## config.mk

```make
export PLATFORM = sky130hd
export DESIGN_NAME = i2c_stat_lock
export DESIGN_NICKNAME = d
export VERILOG_FILES = /design/src/rtl/i2c_sl_pkg.sv /design/src/rtl/i2c_sl_lock_fsm.sv /design/src/rtl/i2c_sl_sticky.sv /design/src/rtl/i2c_sl_irq_mask.sv /design/src/rtl/i2c_stat_lock.sv
export SDC_FILE = /design/constraint.sdc
export NUM_CORES = 1
export LEC_CHECK = 0
export CAP_MARGIN = 20
export CELL_PAD_IN_SITES_DETAIL_PLACEMENT = 1
export CELL_PAD_IN_SITES_GLOBAL_PLACEMENT = 1
export CORE_AREA = 4 4 102 104
export CTS_CLUSTER_DIAMETER = 100
export CTS_CLUSTER_SIZE = 30
export DETAILED_ROUTE_END_ITERATION = 12
export DIE_AREA = 0 0 106 108
export HOLD_SLACK_MARGIN = 0.15
export PLACE_DENSITY_LB_ADDON = 0.1
export SYNTH_ARGS = -nofsm -noshare
export SYNTH_HDL_FRONTEND = slang
export SYNTH_SLANG_ARGS = --single-unit
```

## constraint.sdc

```tcl
create_clock -name clk -period 1.7 [get_ports clk]
set_clock_uncertainty 0.15 [all_clocks]
set_input_delay 0.255 -clock clk [delete_from_list [all_inputs] [get_ports clk]]
set_output_delay 0.255 -clock clk [all_outputs]
set_load 0.01 [all_outputs]
```

## src/rtl/i2c_sl_pkg.sv

```systemverilog
package i2c_sl_pkg;

    // Status word bit positions (software decodes these)
    localparam int unsigned BIT_TXCOMP = 0;
    localparam int unsigned BIT_RXRDY  = 1;
    localparam int unsigned BIT_TXRDY  = 2;
    localparam int unsigned BIT_OVRE   = 6;
    localparam int unsigned BIT_UNRE   = 7;
    localparam int unsigned BIT_NACK   = 8;
    localparam int unsigned BIT_LOCK   = 23;

    // Control command bit positions
    localparam int unsigned CMD_SWRST   = 7;
    localparam int unsigned CMD_THRCLR  = 24;
    localparam int unsigned CMD_RHRCLR  = 25;
    localparam int unsigned CMD_LOCKCLR = 26;

    // Sticky flag slots
    localparam int unsigned NUM_STICKY = 3;
    localparam int unsigned SLOT_OVR   = 0;
    localparam int unsigned SLOT_UNR   = 1;
    localparam int unsigned SLOT_NACK  = 2;

    typedef enum logic [1:0] {
        TX_IDLE   = 2'd0,
        TX_BUSY   = 2'd1,
        TX_LOCKED = 2'd2
    } tx_state_e;

    typedef struct packed {
        logic soft_rst;
        logic flush_tx;
        logic flush_rx;
        logic unlock;
    } ctl_cmd_t;

endpackage

```

## src/rtl/i2c_sl_lock_fsm.sv

```systemverilog
module i2c_sl_lock_fsm
    import i2c_sl_pkg::*;
(
    input  logic     clk,
    input  logic     rst_n,
    input  ctl_cmd_t cmd,
    input  logic     ev_nack,
    input  logic     ev_stop_sent,
    input  logic     ev_start_rd,
    input  logic     thr_wr,
    output logic     xfer_open,
    output logic     locked
);

    tx_state_e state_q;
    tx_state_e state_d;

    // State register
    always_ff @(posedge clk or negedge rst_n) begin
        if (!rst_n) begin
            state_q <= TX_IDLE;
        end else begin
            state_q <= state_d;
        end
    end

    // Transitions: nack has priority over stop/start and over unlock
    always_comb begin
        state_d = state_q;
        unique case (state_q)
            TX_IDLE: begin
                if (ev_nack) begin
                    state_d = TX_LOCKED;
                end else if (ev_start_rd || thr_wr) begin
                    state_d = TX_BUSY;
                end
            end
            TX_BUSY: begin
                if (ev_nack) begin
                    state_d = TX_LOCKED;
                end else if (ev_stop_sent) begin
                    state_d = TX_IDLE;
                end
            end
            TX_LOCKED: begin
                if (cmd.unlock && !ev_nack) begin
                    state_d = TX_IDLE;
                end
            end
            default: begin
                state_d = TX_IDLE;
            end
        endcase
        if (cmd.soft_rst) begin
            state_d = TX_IDLE;
        end
    end

    // Outputs from state
    always_comb begin
        xfer_open = 1'b0;
        locked    = 1'b0;
        unique case (state_q)
            TX_IDLE:   ;
            TX_BUSY:   xfer_open = 1'b1;
            TX_LOCKED: locked    = 1'b1;
            default:   ;
        endcase
    end

endmodule

```

## src/rtl/i2c_sl_sticky.sv

```systemverilog
module i2c_sl_sticky #(
    parameter int unsigned N = 3
) (
    input  logic         clk,
    input  logic         rst_n,
    input  logic [N-1:0] set_ev,
    input  logic         rd_clr,
    input  logic         soft_rst,
    output logic [N-1:0] flags
);

    for (genvar i = 0; i < N; i++) begin : g_flag
        always_ff @(posedge clk or negedge rst_n) begin
            if (!rst_n) begin
                flags[i] <= 1'b0;
            end else if (soft_rst) begin
                flags[i] <= 1'b0;
            end else if (set_ev[i]) begin
                flags[i] <= 1'b1;
            end else if (rd_clr) begin
                flags[i] <= 1'b0;
            end
        end
    end

endmodule

```

## src/rtl/i2c_sl_irq_mask.sv

```systemverilog
module i2c_sl_irq_mask #(
    parameter int unsigned    W    = 32,
    parameter logic [W-1:0]   IMPL = '1
) (
    input  logic         clk,
    input  logic         rst_n,
    input  logic         ier_wr,
    input  logic [W-1:0] ier_data,
    input  logic         idr_wr,
    input  logic [W-1:0] idr_data,
    input  logic         soft_rst,
    input  logic [W-1:0] status,
    output logic [W-1:0] imr,
    output logic         irq
);

    logic [W-1:0] imr_d;

    always_comb begin
        imr_d = imr;
        if (ier_wr) begin
            imr_d = imr_d | (ier_data & IMPL);
        end
        if (idr_wr) begin
            imr_d = imr_d & ~idr_data;
        end
        if (soft_rst) begin
            imr_d = '0;
        end
    end

    always_ff @(posedge clk or negedge rst_n) begin
        if (!rst_n) begin
            imr <= '0;
        end else begin
            imr <= imr_d;
        end
    end

    assign irq = |(status & imr);

endmodule

```

## src/rtl/i2c_stat_lock.sv

```systemverilog
module i2c_stat_lock
    import i2c_sl_pkg::*;
#(
    parameter int unsigned DATA_W = 32
) (
    input  logic              clk,
    input  logic              rst_n,
    input  logic              ev_nack,
    input  logic              ev_stop_sent,
    input  logic              ev_start_rd,
    input  logic              ev_ovr,
    input  logic              ev_unr,
    input  logic              thr_wr,
    input  logic              thr_full,
    input  logic              rhr_full,
    input  logic              shifter_busy,
    input  logic              dma_req_in,
    input  logic              ier_wr,
    input  logic [DATA_W-1:0] ier_data,
    input  logic              idr_wr,
    input  logic [DATA_W-1:0] idr_data,
    input  logic              cr_wr,
    input  logic [DATA_W-1:0] cr_data,
    input  logic              sr_rd,
    output logic [DATA_W-1:0] status,
    output logic [DATA_W-1:0] imr,
    output logic              irq,
    output logic              dma_tx_req,
    output logic              tx_hold,
    output logic              thr_flush,
    output logic              rhr_flush
);

    localparam logic [DATA_W-1:0] IMPL_MASK =
        (DATA_W'(1) << BIT_TXCOMP) | (DATA_W'(1) << BIT_RXRDY) |
        (DATA_W'(1) << BIT_TXRDY)  | (DATA_W'(1) << BIT_OVRE)  |
        (DATA_W'(1) << BIT_UNRE)   | (DATA_W'(1) << BIT_NACK)  |
        (DATA_W'(1) << BIT_LOCK);

    ctl_cmd_t              cmd;
    logic                  xfer_open;
    logic                  locked;
    logic [NUM_STICKY-1:0] sticky_set;
    logic [NUM_STICKY-1:0] sticky_q;
    logic                  cr_unused;

    // Command decode
    always_comb begin
        cmd.soft_rst = cr_wr && cr_data[CMD_SWRST];
        cmd.flush_tx = cr_wr && cr_data[CMD_THRCLR];
        cmd.flush_rx = cr_wr && cr_data[CMD_RHRCLR];
        cmd.unlock   = cr_wr && cr_data[CMD_LOCKCLR];
    end

    assign cr_unused = ^{cr_data[DATA_W-1:CMD_LOCKCLR+1],
                         cr_data[CMD_THRCLR-1:CMD_SWRST+1],
                         cr_data[CMD_SWRST-1:0]};

    i2c_sl_lock_fsm i_fsm (
        .clk          (clk),
        .rst_n        (rst_n),
        .cmd          (cmd),
        .ev_nack      (ev_nack),
        .ev_stop_sent (ev_stop_sent),
        .ev_start_rd  (ev_start_rd),
        .thr_wr       (thr_wr),
        .xfer_open    (xfer_open),
        .locked       (locked)
    );

    always_comb begin
        sticky_set            = '0;
        sticky_set[SLOT_OVR]  = ev_ovr;
        sticky_set[SLOT_UNR]  = ev_unr;
        sticky_set[SLOT_NACK] = ev_nack;
    end

    i2c_sl_sticky #(.N(NUM_STICKY)) i_sticky (
        .clk      (clk),
        .rst_n    (rst_n),
        .set_ev   (sticky_set),
        .rd_clr   (sr_rd),
        .soft_rst (cmd.soft_rst),
        .flags    (sticky_q)
    );

    // Status word assembly
    always_comb begin
        status             = '0;
        status[BIT_TXCOMP] = !xfer_open && !thr_full && !shifter_busy;
        status[BIT_RXRDY]  = rhr_full;
        status[BIT_TXRDY]  = !thr_full;
        status[BIT_OVRE]   = sticky_q[SLOT_OVR];
        status[BIT_UNRE]   = sticky_q[SLOT_UNR];
        status[BIT_NACK]   = sticky_q[SLOT_NACK];
        status[BIT_LOCK]   = locked;
    end

    i2c_sl_irq_mask #(.W(DATA_W), .IMPL(IMPL_MASK)) i_mask (
        .clk      (clk),
        .rst_n    (rst_n),
        .ier_wr   (ier_wr),
        .ier_data (ier_data),
        .idr_wr   (idr_wr),
        .idr_data (idr_data),
        .soft_rst (cmd.soft_rst),
        .status   (status),
        .imr      (imr),
        .irq      (irq)
    );

    assign dma_tx_req = dma_req_in && !locked;
    assign tx_hold    = locked;
    assign thr_flush  = cmd.flush_tx || cmd.soft_rst;
    assign rhr_flush  = cmd.flush_rx || cmd.soft_rst;

endmodule

```

==> key figures <==
Critical path
  • CP max FO: 2
  • Setup CP Type: in -> out
  • Type of element capturing the critical path: primary output
  • Crit path cell chain: clkdlybuf4s50_1, a222oi_1, nand4_1, a21o_1, buf_2
  • Critical Path AT: 1.48 ns
  • Worst path bufs/invs: 2
  • Register-to-register path setup slack: 0.53 ns
  • Top Family by Delay on Critical Path: buffers and inverters
  • Nature of the critical path startpoint: input port
  • Slowest Stage Delay on Critical Path: 0.42 ns
  • Slowest-stage cell, CP: clkdlybuf4s50_1
  • WP data required: ~1.3 ns

Global route
  • Largest net degree at the start of global routing: 33
  • Met1 usage in global routing: 13.4%
  • Busiest grt layer: met2
  • GRT overflow: 0
  • Gr usage total: roughly a tenth
  • Vias in the first global route: 1639
  • First-pass GRT wire length: around 9000 um
  • GRT met2 Usage: about 15%
  • Antenna violations before repair: 0
  • M3 GR Usage: 4.96%

Finish
  • Layout cells sized above 1: 10.7%
  • Finished Layout Cells: 414
  • Area of the multi-input gates: 591 um^2
  • Nets: between 300 and 400
  • Seq. cell area: about 930 um^2
  • Diode count: 0
  • Fill count: 1127
  • Area Growth Syn to Fin: 77.7%

Drt
  • Vias per cell: 3.77
  • # DRC: 0
  • DR iter-0 viols: 36
  • Post-DRT Antenna Nets: 0
  • Drt total wl: between 5000 and 6000 um
  • Routed wire length per instance: 13.8 um
  • Vias: 1561
  • Drt pass-1 iters: 4

Logic synthesis
  • Synth Area in XOR/XNOR: 0%
  • Ys flop type: dfrtp_1
  • Synth Register Bits: 37
  • Compound-Gate Fraction of Synth Area: 10.0%
  • Synth cell types: 23
  • Synth Area in Simple Gates: 19.3%
  • Mapped Area: 1670 um^2
  • Post-synth EDFFs: 0
  • Most frequent cells after synthesis: dfrtp_1, nand2_1, buf_4, and3_1, a21oi_1
  • Largest family of logic cells by synthesized area: simple AND/OR/NAND/NOR gates
  • Most common cell in the netlist: dfrtp_1
  • Post-synth top area cell: dfrtp_1
  • Multiplexer area fraction after synthesis: 0%
  • Async SR Flop Fraction: 100%
  • Mean Syn Cell Area: 10.2 um^2
  • Syn Inst Count: 163
  • Yosys warning total: 0
  • Synth top area share: a little under three fifths
  • Ranking of synthesized cells by area: dfrtp_1, buf_4, and3_1, nand2_1, a211oi_1
  • Sequential area share after synthesis: between 50% and 60%
  • Post-Synth Adder-Cell Area: 0%

Power
  • Part of the power in registers: 45.0%
  • Final Power: 2.05 mW
  • Internal power: approximately 1.5 mW
  • PD cells: 692 nW/um^2
  • Leakage: 1.47 nW
  • Psw: 0.530 mW
  • Sw frac: 25.8%
  • Peak supply drop: 0.000290 V
  • Combinational power share: 21.3%
  • Clock power frac: 33.8%

Timing
  • Pins Over Slew Limit: 0
  • Hold Vio Cnt, Final: 0
  • Tmin final: around 1.9 ns
  • Fin worst setup slack: -0.189 ns
  • F_max: between 500 and 600 MHz
  • RSZ-0062 raised after global routing: true
  • Period utilization: 111%
  • Final setup viols: 1
  • Hold slack: 0.313 ns

Floorplanning
  • Die X: 106 um
  • Row Count: 36
  • Core box area: 9550 um^2
  • Num ports: 181
  • Starting Density: 17.5%
  • DIE AREA: 11400 um^2
  • Height of the die: 108 um

Placed design
  • Placed insts: 404
  • I/O Buffers: 102
  • Final HPWL DP: 4300 um
  • Placer congestion estimate: 0.680

Job
  • Max cap viols: 0

Status
  • Failing checks: negative setup slack
  • Status: complete, but fails checks

Clock network
  • CTS max path bufs: 2
  • Clk sinks: 37
  • Clock root buffer: clkbuf_8
  • Clock transition at path regs: approximately 0.080 ns
  • Total CTS buffers: 5
  • CTS tree: done
  • H-tree depth: 2
  • Worst-Skew Late Latency: 0.28 ns

Min path
  • Hold Path Class: in -> async
[worst paths after layout]
check / startpoint / end / cells after the start
max: rhr_full / irq / 5
min: rst_n / i_mask.imr[22] / 2
max reg2reg: i_fsm.state_q[0] / i_fsm.state_q[0] / 3
min reg2reg: i_mask.imr[30] / i_mask.imr[30] / 1
max in group asynchronous: rst_n / i_mask.imr[30] / 3
min in group clk: i_mask.imr[30] / i_mask.imr[30] / 1
[flip-flops by register name (all words and copies together), names as in the netlist]
name,count
i_mask.imr,32
i_sticky.flags,3
i_fsm.state_q,2
[layout make-up]
type / count / share of cell area, %
Timing Repair Buffer: 119 / 39.5
Sequential cell: 37 / 31.2
Multi-Input combinational cell: 114 / 19.9
Tap cell: 133 / 5.61
Clock buffer: 7 / 3.25
Inverter: 3 / 0.380
Clock inverter: 1 / 0.169
[metal layers]
metal | up-vias | wire, um
li1 | 732 | -
met1 | 735 | 2660
met2 | 90 | 2340
met3 | 4 | 679
met4 | 0 | 34
met5 | - | 0
[cell usage in the layout, fill, tap and decap left out]
master | netlist | routed
a211oi_1 | 8 | 8
a211oi_2 | 1 | 1
a21o_1 | 1 | 1
a21oi_1 | 11 | 11
a222oi_1 | 1 | 1
and2_4 | 1 | 1
and3_1 | 25 | 25
buf_12 | 0 | 3
buf_2 | 3 | 2
buf_4 | 27 | 13
clkbuf_2 | 2 | 1
clkbuf_8 | 0 | 7
clkdlybuf4s15_1 | 0 | 2
clkdlybuf4s50_1 | 0 | 85
clkinv_2 | 0 | 1
conb_1 | 1 | 25
dfrtp_1 | 37 | 37
dlygate4sd2_1 | 0 | 9
dlygate4sd3_1 | 0 | 1
dlymetal6s2s_1 | 0 | 3
inv_1 | 3 | 3
nand2_1 | 29 | 29
nand2b_1 | 1 | 1
nand3b_1 | 1 | 1
nand4_1 | 1 | 1
nor2_1 | 4 | 3
nor2_4 | 0 | 1
nor2b_1 | 1 | 1
nor4_1 | 1 | 1
o21a_1 | 2 | 2
o31ai_1 | 1 | 1
[kinds of logic (layout without fill, tap and decap cells)]
logic type | Yosys count | in the layout
AO/OA/AOI/OAI | 25 | 25
buffers and inverters | 36 | 130
flip-flops | 37 | 37
other | 1 | 25
AND/OR/NAND/NOR | 64 | 64
[through the flow]
stage / util (%) / cell area (um^2) / TNS (ns) / setup slack [ns]
4_1_cts: 31.0 / 2960 / -0.243 / -0.243
6_report: 31.1 / 2970 / -0.189 / -0.189
2_1_floorplan: - / 1760 / 0 / 0.284
5_1_grt: 31.1 / 2970 / -0.291 / -0.291
3_3_place_gp: 29.9 / 2850 / -1.19 / -0.567
3_5_place_dp: 29.9 / 2850 / -1.17 / -0.558
[worst register-to-register path, cell delays in order (launching register included)]
cell and delay, ns:
dfrtp_1 0.40, buf_4 0.17, o31ai_1 0.26, nor4_1 0.07
[power by group through the flow]
stage | sequential (mW) | combinational, mW | clock, mW
global route | 0.927 | 0.483 | 0.769
CTS | 0.924 | 0.449 | 0.737
finish | 0.923 | 0.437 | 0.693
detailed placement | 0.942 | 0.458 | 0
global placement | 0.943 | 0.458 | 0
floorplan | 0.954 | 0.170 | 0
[timing repair]
item,4_1_cts,5_1_grt
endpoints found under the hold margin,37,0
pin swaps,2,1
setup endpoints to repair,13,5
setup buffers,1,0
gates resized for setup,21,4
hold buffers,1,0
(Power assumes the default switching activity.)
